[src/rtl/abus_rd_pkg.sv]
// Shared definitions for the asynchronous bus read requester.
// Assumes nothing beyond standard SystemVerilog packages.
package abus_rd_pkg;

    // Transaction phases, in the order a read walks through them.
    typedef enum logic [2:0] {
        PH_IDLE  = 3'd0,  // waiting for a local start
        PH_ADDR  = 3'd1,  // address on bus, request high
        PH_ACKLO = 3'd2,  // waiting for memory acknowledge to clear
        PH_WAITD = 3'd3,  // waiting for data-ready strobe
        PH_HOLD  = 3'd4   // data taken, device acknowledge high
    } rd_phase_e;

endpackage

[src/rtl/abus_sync.sv]
// Multi-flop synchronizer for a group of independent single-bit lines.
// Assumes each bit is a level that stays put for longer than STAGES clocks;
// bits are not guaranteed to arrive in the same cycle as one another.
module abus_sync #(
    parameter int WIDTH  = 2,
    parameter int STAGES = 2
) (
    input  logic             clk,
    input  logic             rst_n,
    input  logic [WIDTH-1:0] async_i,
    output logic [WIDTH-1:0] sync_o
);

    localparam int LAST = STAGES - 1;

    logic [STAGES-1:0][WIDTH-1:0] chain_q;

    // Shift the raw levels through the flop chain; reset clears every stage.
    always_ff @(posedge clk) begin
        if (!rst_n) begin
            chain_q <= '0;
        end else begin
            chain_q[0] <= async_i;
            for (int s = 1; s < STAGES; s++) begin
                chain_q[s] <= chain_q[s-1];
            end
        end
    end

    assign sync_o = chain_q[LAST];

endmodule

[src/rtl/abus_rd_fsm.sv]
// Phase controller for the four-phase read. Consumes synchronized control
// lines only and produces Moore-style bus controls plus load strobes for
// the address and data registers in the top level.
// Assumes ack_s and rdy_s are already synchronous to clk.
module abus_rd_fsm
    import abus_rd_pkg::*;
(
    input  logic clk,
    input  logic rst_n,
    input  logic start_i,
    input  logic ack_s,
    input  logic rdy_s,
    output logic req_o,
    output logic oe_o,
    output logic dev_ack_o,
    output logic load_addr_o,
    output logic load_data_o,
    output logic done_o
);

    rd_phase_e phase_q, phase_d;
    logic      done_q;

    // Next-phase selection: each phase waits on one condition.
    always_comb begin
        phase_d = phase_q;
        unique case (phase_q)
            PH_IDLE:  if (start_i) phase_d = PH_ADDR;
            PH_ADDR:  if (ack_s)   phase_d = PH_ACKLO;
            PH_ACKLO: if (!ack_s)  phase_d = PH_WAITD;
            PH_WAITD: if (rdy_s)   phase_d = PH_HOLD;
            PH_HOLD:  if (!rdy_s)  phase_d = PH_IDLE;
            default:               phase_d = PH_IDLE;
        endcase
    end

    // Phase register and registered completion pulse.
    always_ff @(posedge clk) begin
        if (!rst_n) begin
            phase_q <= PH_IDLE;
            done_q  <= 1'b0;
        end else begin
            phase_q <= phase_d;
            done_q  <= (phase_q == PH_HOLD) && !rdy_s;
        end
    end

    assign req_o       = (phase_q == PH_ADDR);
    assign oe_o        = (phase_q == PH_ADDR);
    assign dev_ack_o   = (phase_q == PH_HOLD);
    assign load_addr_o = (phase_q == PH_IDLE) && start_i;
    assign load_data_o = (phase_q == PH_WAITD) && rdy_s;
    assign done_o      = done_q;

endmodule

[src/rtl/abus_read_req.sv]
// Device side of an asynchronous four-phase bus read. Synchronizes the
// memory's acknowledge and data-ready lines, sequences request/release/
// capture/acknowledge, and reports the captured word with a done pulse.
// Assumes the memory holds the data lines stable from before it raises
// data-ready until it observes the device acknowledge.
module abus_read_req #(
    parameter int W          = 16,
    parameter int SYNC_DEPTH = 2
) (
    input  logic         clk,
    input  logic         rst_n,
    input  logic         start_i,
    input  logic [W-1:0] addr_i,
    output logic         done_o,
    output logic [W-1:0] data_o,
    output logic         read_req_o,
    output logic [W-1:0] bus_out_o,
    output logic         bus_oe_o,
    input  logic [W-1:0] bus_in_i,
    input  logic         mem_ack_i,
    input  logic         data_rdy_i,
    output logic         dev_ack_o
);

    localparam int NCTL = 2;

    logic [NCTL-1:0] ctl_raw, ctl_s;
    logic            load_addr, load_data;
    logic [W-1:0]    addr_q, data_q;

    assign ctl_raw = {data_rdy_i, mem_ack_i};

    abus_sync #(.WIDTH(NCTL), .STAGES(SYNC_DEPTH)) u_sync (
        .clk     (clk),
        .rst_n   (rst_n),
        .async_i (ctl_raw),
        .sync_o  (ctl_s)
    );

    abus_rd_fsm u_fsm (
        .clk         (clk),
        .rst_n       (rst_n),
        .start_i     (start_i),
        .ack_s       (ctl_s[0]),
        .rdy_s       (ctl_s[1]),
        .req_o       (read_req_o),
        .oe_o        (bus_oe_o),
        .dev_ack_o   (dev_ack_o),
        .load_addr_o (load_addr),
        .load_data_o (load_data),
        .done_o      (done_o)
    );

    // Address and returned-data holding registers.
    always_ff @(posedge clk) begin
        if (!rst_n) begin
            addr_q <= '0;
            data_q <= '0;
        end else begin
            if (load_addr) addr_q <= addr_i;
            if (load_data) data_q <= bus_in_i;
        end
    end

    assign bus_out_o = addr_q;
    assign data_o    = data_q;

endmodule

[config.mk]
export PLATFORM = sky130hd
export DESIGN_NAME = abus_read_req
export DESIGN_NICKNAME = d
export VERILOG_FILES = /design/src/rtl/abus_rd_pkg.sv /design/src/rtl/abus_sync.sv /design/src/rtl/abus_rd_fsm.sv /design/src/rtl/abus_read_req.sv
export SDC_FILE = /design/constraint.sdc
export NUM_CORES = 1
export LEC_CHECK = 0
export ABC_CLOCK_PERIOD_IN_PS = 2800
export CORE_MARGIN = 3
export CORE_UTILIZATION = 30
export CTS_BUF_LIST = sky130_fd_sc_hd__clkbuf_4
export CTS_CLUSTER_DIAMETER = 30
export DETAILED_ROUTE_END_ITERATION = 8
export DONT_BUFFER_PORTS = 1
export HOLD_SLACK_MARGIN = 0.08
export PLACE_DENSITY = 0.52
export SYNTH_ARGS = -nofsm -noshare
export SYNTH_HDL_FRONTEND = slang
export SYNTH_SLANG_ARGS = --single-unit
export TNS_END_PERCENT = 1
[constraint.sdc]
create_clock -name clk -period 2.8 [get_ports clk]
set_clock_uncertainty 0.2 [all_clocks]
set_input_delay 0.56 -clock clk [delete_from_list [all_inputs] [get_ports clk]]
set_output_delay 0.56 -clock clk [all_outputs]
set_load 0.05 [all_outputs]
==> metrics.md <==
| Metric | Value |
|---|---|
| Result of the run | finished clean |
| Average via count per standard cell | 4.63 |
| Syn Nets | 214 |
| Sw power | 278 uW |
| Areal power density over the cells | 635 mW/mm^2 |
| Kind of start point of the critical path | flop |
| Depth of the worst register-to-register path | 2 |
| Maximum number of pins on one net before global-route repair | 71 |
| Hpwl dp | 1.95 mm |
| Hold Slack | 0.147 ns |
| Fraction of power spent switching nets | 27.6% |
| Number of I/O port buffers | 0 |
| Critical path class | flop to output port |
| Number of max-cap violations | 0 |
| Inst Count DP | 231 |
| Number of antenna violations at the first check in global routing | 0 |
| Total standard cell area after synthesis | 0.00152 mm^2 |
| Worst Path Max Fanout | 9 |
| Worst Setup Slack, final | 0.538 ns |
| Most common cell after layout, fill and taps aside | sky130_fd_sc_hd__dfxtp_1 |
| Via count of the first global-routing pass | 1099 |
| Part of the Yosys area used for sequential elements | 52.8% |
| Cells along the critical path | nor3b_2 -> buf_4 -> buf_6 |
| Async S/R FF share, synth | 0% |
| Slowest stage delay, CP | 0.54 ns |
| Count of mapped cells out of synthesis | 177 |
| NumNets Final | 208 |
| Layout area overhead | 4.79% |
| RePlAce Congestion | 0.808 |
| Detailed-routed wire length on met3 | 240 um |
| CTS tree | built |
| Initial Utilization | 31.5% |
| Final cell count without fillers | 239 |
| Relative contribution of combinational cells to total power | 5.9% |
| Post-detailed-route count of antenna-violating nets | 0 |
| Mean cell area of the mapped netlist | 8.56 um^2 |
| First-pass GRT wire length | 5.00 mm |
| First-pass detailed-route iteration total | 4 |
| Number of buffers inserted to repair setup after CTS | 0 |
| Transition time at the pin with the least slew margin | 0.525 ns |
| Type of the tightest min-delay check | input pin to flop |
| Die Y | 77.1 um |
| Post-route DRC | 0 |
| Fin util | 33.0% |
| Die Area | 0.00594 mm^2 |
| Flop and latch count out of synthesis | 40 |
| Number of distinct library cells after synthesis | 24 |
| Topmost layer with routed signal wires | met4 |
| Hold path cells | 1 |
| Fraction of final layout cells sized beyond drive strength 1 | 8.72% |
| Chip width | 77.1 um |
| CP endpoint kind | output port |
| Number of fillers in the final layout | 532 |
| Unrepaired setup endpoints after global routing | false |
| CTS Hold Bufs | 0 |
| Number of enable flip-flop cells after synthesis | 0 |
| Clock latency of the later-clocked register in the worst-skew pair | 0.33 ns |
| Wire per inst | 12.4 um |
| Row Count | 25 |
| Final-report hold violation count | 0 |
| Power share of the clock group | 28.5% |
| Remaining max-slew budget at the tightest pin | 64.9% |
| CTS root buf | sky130_fd_sc_hd__clkbuf_4 |
| Wire length after detailed routing | 2.96 mm |
| Final setup fails | 0 |
| Antenna diode count | 0 |
| Number of I/O pins | 73 |
| Wire length on met2 | 1.33 mm |
| Dominant synthesized flop cell | sky130_fd_sc_hd__dfxtp_1 |
| Worst IR Drop VDD | 186 uV |
| Max-slew violation count | 0 |
| Number of sinks handled by clock tree synthesis | 40 |
| Clock buffer count from CTS | 5 |
| Sequential fraction of design power | 65.6% |
| Static power due to leakage | 0.570 nW |
| Crit path DAT | 1.50 ns |
| Clock-pin slew of the registers on the worst-case setup and hold paths | 0.11 ns |
| Number of H-tree levels | 2 |
| Commonest non-fill, non-tap cells in the layout | 40 x sky130_fd_sc_hd__dfxtp_1, 35 x sky130_fd_sc_hd__nand2_1, 32 x sky130_fd_sc_hd__nand3_1 |
| Highest achievable clock rate | 442 MHz |
| Final clock period utilization by the worst path | 80.8% |
| Power Internal | 731 uW |
| Count of routing violations after the opening detailed-route iteration | 33 |
| Worst slack, placed | 0.918 ns |
| Final Critical Period | 2.26 ns |
| Overflow after GRT | 0 |
| Via Count | 1107 |
| Post-Route M1 WL | 1.32 mm |
| Maximum root-to-sink buffer count | 2 |
| Global Route Usage Sum | 10.7% |
| Count of synthesis-stage warnings from yosys | 0 |
| Resize count post-CTS | 0 |
| CORE AREA | 0.00482 mm^2 |
| Required @ worst endpoint | 2.04 ns |
| CP max-delay cell | sky130_fd_sc_hd__dfxtp_1 |
| Post-route setup TNS | 0 ns |
[flip-flops by register name (all words and copies together), names as in the netlist]
signal / flops
u_sync.chain_q: 2
data_o: 16
bus_out_o: 16
u_fsm.phase_q: 3
u_sync.sync_o: 2
u_fsm.done_o: 1
[final timing paths]
| kind | slack (ns) | endpoint | startpoint |
|---|---|---|---|
| setup / recovery | 0.54 | read_req_o | u_fsm.phase_q[0] |
| hold / removal | 0.15 | u_sync.chain_q[0] | mem_ack_i |
| setup reg to reg | 1.22 | u_fsm.phase_q[0] | u_fsm.phase_q[1] |
| hold reg to reg | 0.25 | u_sync.sync_o[0] | u_sync.chain_q[0] |
[critical path, delay by kind of cell (launching register included)]
kind / cells / cell delay (ns)
flip-flops: 1 / 0.54
buffers and inverters: 2 / 0.41
AND/OR/NAND/NOR: 1 / 0.22
[cell usage after synthesis, types with 2 or more instances]
| master | number | area, um^2 |
|---|---|---|
| sky130_fd_sc_hd__a21oi_1 | 2 | 10.0 |
| sky130_fd_sc_hd__and2_1 | 4 | 25.0 |
| sky130_fd_sc_hd__buf_1 | 2 | 7.51 |
| sky130_fd_sc_hd__buf_2 | 6 | 30.0 |
| sky130_fd_sc_hd__buf_6 | 4 | 45.0 |
| sky130_fd_sc_hd__clkbuf_1 | 3 | 11.3 |
| sky130_fd_sc_hd__dfxtp_1 | 40 | 801 |
| sky130_fd_sc_hd__inv_1 | 2 | 7.51 |
| sky130_fd_sc_hd__nand2_1 | 35 | 131 |
| sky130_fd_sc_hd__nand3_1 | 32 | 160 |
| sky130_fd_sc_hd__nor2b_1 | 2 | 12.5 |
| sky130_fd_sc_hd__nor3_1 | 3 | 15.0 |
| sky130_fd_sc_hd__o21ai_0 | 30 | 150 |
| sky130_fd_sc_hd__o21ai_1 | 2 | 10.0 |
[per-layer routing]
layer	global-route usage, %	vias up
met5	0	-
met1	11.7	475
met3	5.40	5
met4	5.87	0
met2	16.9	40
li1	-	587
[metrics by stage]
step,cell area [um^2],power [mW]
floorplan,1520,0.743
global route,1590,1.07
detailed placement,1530,0.736
global placement,1530,0.735
CTS,1590,1.04
finish,1590,1.01
[cell type report]
class	instances	area (um^2)	share of cell area, %
Tap cell	67	83.8	5.28
Timing Repair Buffer	4	33.8	2.13
Multi-Input combinational cell	118	606	38.1
Clock buffer	7	52.6	3.31
Clock inverter	1	3.75	0.236
Inverter	2	7.51	0.473
Sequential cell	40	801	50.4
[cells by family (layout without fill, tap and decap cells)]
| family | Yosys count | after routing | synth area share (%) |
|---|---|---|---|
| AND/OR/NAND/NOR | 82 | 82 | 26.7 |
| flip-flops | 40 | 40 | 52.8 |
| AO/OA/AOI/OAI | 35 | 35 | 12.2 |
| buffers and inverters | 19 | 14 | 7.51 |
| multiplexers | 1 | 1 | 0.743 |
[power groups by stage]
stage	combinational, mW	sequential, mW	clock [mW]
after floorplan	0.0753	0.668	0
after global placement	0.0597	0.676	0
after detailed placement	0.0611	0.675	0
after CTS	0.0608	0.663	0.314
after global routing	0.0697	0.665	0.335
final	0.0597	0.662	0.287
No activity file was read; power rests on OpenSTA's default activity.
